<file path="config.mk">
export PLATFORM = sky130hd
export DESIGN_NAME = rtc_irq_ctrl
export DESIGN_NICKNAME = d
export VERILOG_FILES = /design/src/rtl/rtc_irq_ctrl.sv
export SDC_FILE = /design/constraint.sdc
export NUM_CORES = 1
export LEC_CHECK = 0
export CAP_MARGIN = 15
export CORE_MARGIN = 2
export CORE_UTILIZATION = 40
export DETAILED_ROUTE_END_ITERATION = 10
export GPL_TIMING_DRIVEN = 0
export MAX_ROUTING_LAYER = met4
export PLACE_DENSITY = 0.66
export SLEW_MARGIN = 10
export SYNTH_ARGS = -nofsm -noshare
export SYNTH_HDL_FRONTEND = slang
export SYNTH_SLANG_ARGS = --single-unit
export TNS_END_PERCENT = 5
</file>
<file path="constraint.sdc">
create_clock -name clk -period 2.45 [get_ports clk]
set_clock_uncertainty 0.1 [all_clocks]
set_input_delay 0.6125 -clock clk [delete_from_list [all_inputs] [get_ports clk]]
set_output_delay 0.6125 -clock clk [all_outputs]
set_load 0.01 [all_outputs]
</file>
<file path="src/rtl/rtc_irq_ctrl.sv">
module rtc_irq_ctrl #(
  parameter int FW = 8,
  parameter int NF = 7,
  parameter int NP = 6,
  parameter int AW = 4
) (
  input  logic             clk,
  input  logic             rst_n,
  input  logic             bkup,
  input  logic             host_wr,
  input  logic [AW-1:0]    host_addr,
  input  logic [7:0]       host_wdata,
  input  logic             stat_rd,
  output logic [NP+1:0]    stat_q,
  output logic             irq_o,
  input  logic             tick,
  input  logic [NF*FW-1:0] now_time,
  input  logic [NP-1:0]    roll_in
);
  localparam int EN_ADDR = NF;
  localparam int MK_ADDR = NF + 1;

  logic [NF*FW-1:0] alarm_v;
  logic [NF-1:0]    cmp_en;
  logic [NP:0]      mask;
  logic [NP+1:0]    flags;
  logic [NF-1:0]    fld_ok;
  logic             hit, hit_q, alarm_ev, host_ok, clr;
  logic [NP:0]      ev;

  assign host_ok = !bkup;
  assign clr     = stat_rd && host_ok;

  for (genvar i = 0; i < NF; i++) begin : g_fld
    always_ff @(posedge clk) begin
      if (!rst_n) alarm_v[i*FW +: FW] <= '0;
      else if (host_wr && host_ok && host_addr == AW'(i))
        alarm_v[i*FW +: FW] <= host_wdata[FW-1:0];
    end
    assign fld_ok[i] = !cmp_en[i] || (now_time[i*FW +: FW] == alarm_v[i*FW +: FW]);
  end

  assign hit      = (|cmp_en) && (&fld_ok);
  assign alarm_ev = tick && hit && !hit_q;
  assign ev       = {alarm_ev, roll_in} & mask;

  always_ff @(posedge clk) begin
    if (!rst_n) begin
      cmp_en <= '0;
      mask   <= '0;
      hit_q  <= 1'b0;
      flags  <= '0;
    end else begin
      if (host_wr && host_ok && host_addr == AW'(EN_ADDR)) cmp_en <= host_wdata[NF-1:0];
      if (host_wr && host_ok && host_addr == AW'(MK_ADDR)) mask   <= host_wdata[NP:0];
      if (tick) hit_q <= hit;
      flags <= (clr ? '0 : flags) | {|ev, ev};
    end
  end

  assign stat_q = flags;
  assign irq_o  = flags[NP+1];
endmodule

</file>
### Word-level counts from Yosys, hierarchy flattened

Cells that the tools add are included.

* word-level logic and storage cells: 63
* input port bits: 80
* bits in registers: 79
* output and inout port bits: 9

* bitwise operators: 2
* reductions and logical operators: 34
* equality and inequality tests: 15
* mux-type cells: 1

Operator list (count)
* $eq 8x8->1: 7
* $eq 4x3->1 const B: 4
* $logic_and 1x1->1: 14
* $reduce_or 7->1: 2
* $logic_not 1->1: 9
* $eq 4x2->1 const B: 2
* $mux 8: 1
* $or 8x8->8: 1
* $and 7x7->7: 1
* $logic_or 1x1->1: 7
* $reduce_and 7->1: 1
* $eq 4x1->1 const B: 1
* $eq 4x4->1 const B: 1
* $logic_not 4->1: 1

### Logic depth before layout (Yosys ltp)

* depth after elaboration: 9
* depth in mapped cells: 6
* mapped depth without buffers: 6

### Worst setup path after synthesis

Ideal clock, no wire load.

* path type: input to register
* start: in bkup
* end: reg cmp_en[0]
* data required time: 2.234 ns
* arrival: 1.549 ns
* path buffers: 1
* cell stages on the path: 6
* setup slack: 0.685 ns
* setup time: 0.116 ns
* cell sequence: nand2b_4 -> nor3b_4 -> and3_1 -> buf_6 -> mux2i_1 -> nor2b_1

* longest elaborated chain between the ends: 3

RTL lines
* start, declared: RTL line 9 `input logic bkup,`
* $logic_not 1->1: RTL line 31 `assign host_ok = !bkup;`
* $logic_and 1x1->1 (2 in a row): RTL line 54 `if (host_wr && host_ok && host_addr == AW'(EN_ADDR)) cmp_en <= host_wdata[NF-1:0];`
* end signal, assigned: RTL line 54
* end, declared: RTL line 24 `logic [NF-1:0] cmp_en;`

Every way passes these cells.
A chain may end at the register's enable or synchronous reset.

### Final worst setup path

* start: in now_time[18]
* end: reg flags[7] (netlist: stat_q[7])

* longest elaborated chain between the ends: 9

RTL lines
* start, declared: RTL line 17 `input logic [NF*FW-1:0] now_time,`
* $eq 8x8->1: RTL line 40 `assign fld_ok[i] = !cmp_en[i] || (now_time[i*FW +: FW] == alarm_v[i*FW +: FW]);`
* $logic_or 1x1->1: RTL line 40
* $reduce_and 7->1: RTL line 43 `assign hit = (|cmp_en) && (&fld_ok);`
* $logic_and 1x1->1: RTL line 43
* $logic_and 1x1->1 (2 in a row): RTL line 44 `assign alarm_ev = tick && hit && !hit_q;`
* $and 7x7->7: RTL line 45 `assign ev = {alarm_ev, roll_in} & mask;`
* $reduce_or 7->1: RTL line 57 `flags <= (clr ? '0 : flags) | {|ev, ev};`
* $or 8x8->8: RTL line 57
* end signal, assigned: RTL line 57
* end, declared: RTL line 26 `logic [NP+1:0] flags;`

Every way passes these cells.

==> out/results.txt <==
die width - 101 um
Post-synth EDFFs - 0
post-CTS sizing - 0
total of max-cap violations - 0
die footprint - 10,200 um2
Finish-stage setup viols - 0
Post-DP Area - 4700 um2
drt first pass iters - 4
gpl congestion - 0.830
Synth-to-Final Area Change - 31.5%
Ant. Diodes - 0
worst-path maximum fanout - 2
core area - 9200 um2
status - finished, final reports clean
min Tclk post-route - 2.13 ns
routed length on met2 - 4200 um
most frequent cells in the layout - clkdlybuf4s50_1 (80), dfxtp_1 (79), nor2b_1 (68)
Pleak - 1.91 nW
first-pass GRT wire length - 14,000 um
RSZ-0062 raised after global routing - no
DR vias - 2,822
Placed Instances - 564
total track usage - 18.6%
register bit count reported by yosys - 79
Starting Density - 40.9%
Critical Path AT - 2.32 ns
layout cells sized above 1 - 7.48%
post-synthesis sequential area ratio - 42.1%
Multi-input gate area - 2060 um2
register area - 1580 um2
Synth Warn # - 0
Cells after Synth - 373
Fillers - 882
worst endpoint required time - 2.64 ns
fin. max-slew vios - 0
pre-CTS setup slack - -0.00279 ns
WL met3 - 408 um
nets - 544
synth unique cells - 31
vias per inst - 4.87
vias in the first global route - 2,773
final hold violations - 0
grt ovf - 0
root buffer cell - clkbuf_8
final setup margin - 0.323 ns
CTS H-tree depth - 3
mapped cell area - 3760 um2
max layer used - met4
PwrDens - 561 nW/um2
DP HPWL - 6530 um
Clock Pin Slew Worst Setup and Hold Paths - 0.08 ns
Post-synth ARST share - 0%
Finished Layout Cells - 579
cts-stage hold buffer count - 0
DRC - 0
Synth Area per Inst - 10.1 um2
routed len/inst - 15.3 um
commonest non-fill, non-tap cell in the layout - clkdlybuf4s50_1
FP Rows - 35
CTS tree - done
crit end category - flip-flop
Clock Sinks - 79
Port Buf Inserts - 80
initial antenna violation count - 0
Max VDD drop - 0.000300 V
period utilisation layout - 86.8%
HP Class - reg -> reg
fmax - 470 MHz
worst hold slack - 0.378 ns
DRT met1 WL - 4190 um
relative slew slack - 63.9%
TritonCTS buffer count - 9
largest net degree at the start of global routing - 13
initial DRC count - 90
Design Area, Final - 4940 um2
worst slew pin tran - 0.542 ns
Syn Nets - 453
number of nets still failing antenna checks after routing - 0
final WL - 8860 um
Setup Buffers After CTS - 0
Clk Latency, worst-skew pair - 0.34 ns
setup_tns - 0 ns
Die Ht - 101 um
I/O pins - 89
clk buf depth - 2
Worst Setup Start Kind - primary input
Top FF cell, synth - dfxtp_1
Setup CP Type - in -> reg
report_power, final:
group	switching [mW]	internal (mW)
logic	0.115	0.183
registers	0.00639	1.29
clock network	0.450	0.728
registers in the layout (all words and copies together), names as in the netlist:
name and flops:
mask 7, hit_q 1, alarm_v 56, cmp_en 7
stat_q 8
metrics by stage:
step / total power [mW] / util [%]
after floorplan: 1.46 / -
after global placement: 1.63 / 51.1
after detailed placement: 1.63 / 51.1
after CTS: 2.80 / 53.8
after global routing: 2.88 / 53.8
final: 2.77 / 53.8
synthesized netlist by cell type, types with 2 or more instances:
cell,n,area (um2)
dfxtp_1,79,1580
nor2b_1,68,425
mux2i_1,62,621
xnor2_1,56,490
nand2_1,17,63.8
nand4_1,16,100
a21boi_0,10,75.1
buf_2,10,50.1
clkbuf_1,9,33.8
nand3_1,9,45.0
a22oi_1,5,37.5
nand2_2,4,25.0
o21ai_1,4,20.0
o21ai_0,3,15.0
and2_1,2,12.5
and3_1,2,12.5
buf_4,2,15.0
o21a_1,2,15.0
logic make-up (layout without fill, tap and decap cells):
group / count (synthesis) / count (layout) / synth area share (%)
XOR/XNOR: 56 / 56 / 13.0
buffers and inverters: 23 / 118 / 3.03
flip-flops: 79 / 79 / 42.1
AO/OA/AOI/OAI: 26 / 26 / 4.83
AND/OR/NAND/NOR: 127 / 127 / 20.5
multiplexers: 62 / 62 / 16.5
critical path, cell delays in order:
cell,delay (ns)
clkdlybuf4s50_1,0.48
xnor2_1,0.11
nand4_1,0.13
o21ai_1,0.23
nand4_1,0.16
nor4_2,0.41
o21a_1,0.18
cell type report:
class,instances,share of cell area [%]
flip-flops and latches,79,32.0
inverters,1,0.0759
clock buffers,12,3.14
well taps,111,2.81
multi-input cells,271,41.8
plain buffers,22,2.23
repair buffers,80,16.2
clock inverters,3,1.82
worst paths after layout:
| path | slack [ns] | endpoint | start | cells past startpoint |
|---|---|---|---|---|
| min reg2reg | 0.38 | stat_q[2] | stat_q[2] | 2 |
| max reg2reg | 0.70 | stat_q[7] | alarm_v[19] | 6 |
| min | 0.38 | stat_q[2] | stat_q[2] | 2 |
| max | 0.32 | stat_q[7] | now_time[18] | 7 |
layer usage:
metal  GRT usage [%]  up-vias
met2            30.2       64
li1                -     1441
met4            4.99        0
met5               -        -
met1            23.4     1313
met3            4.16        4
Note: power is estimated with default switching activity, not from simulation.
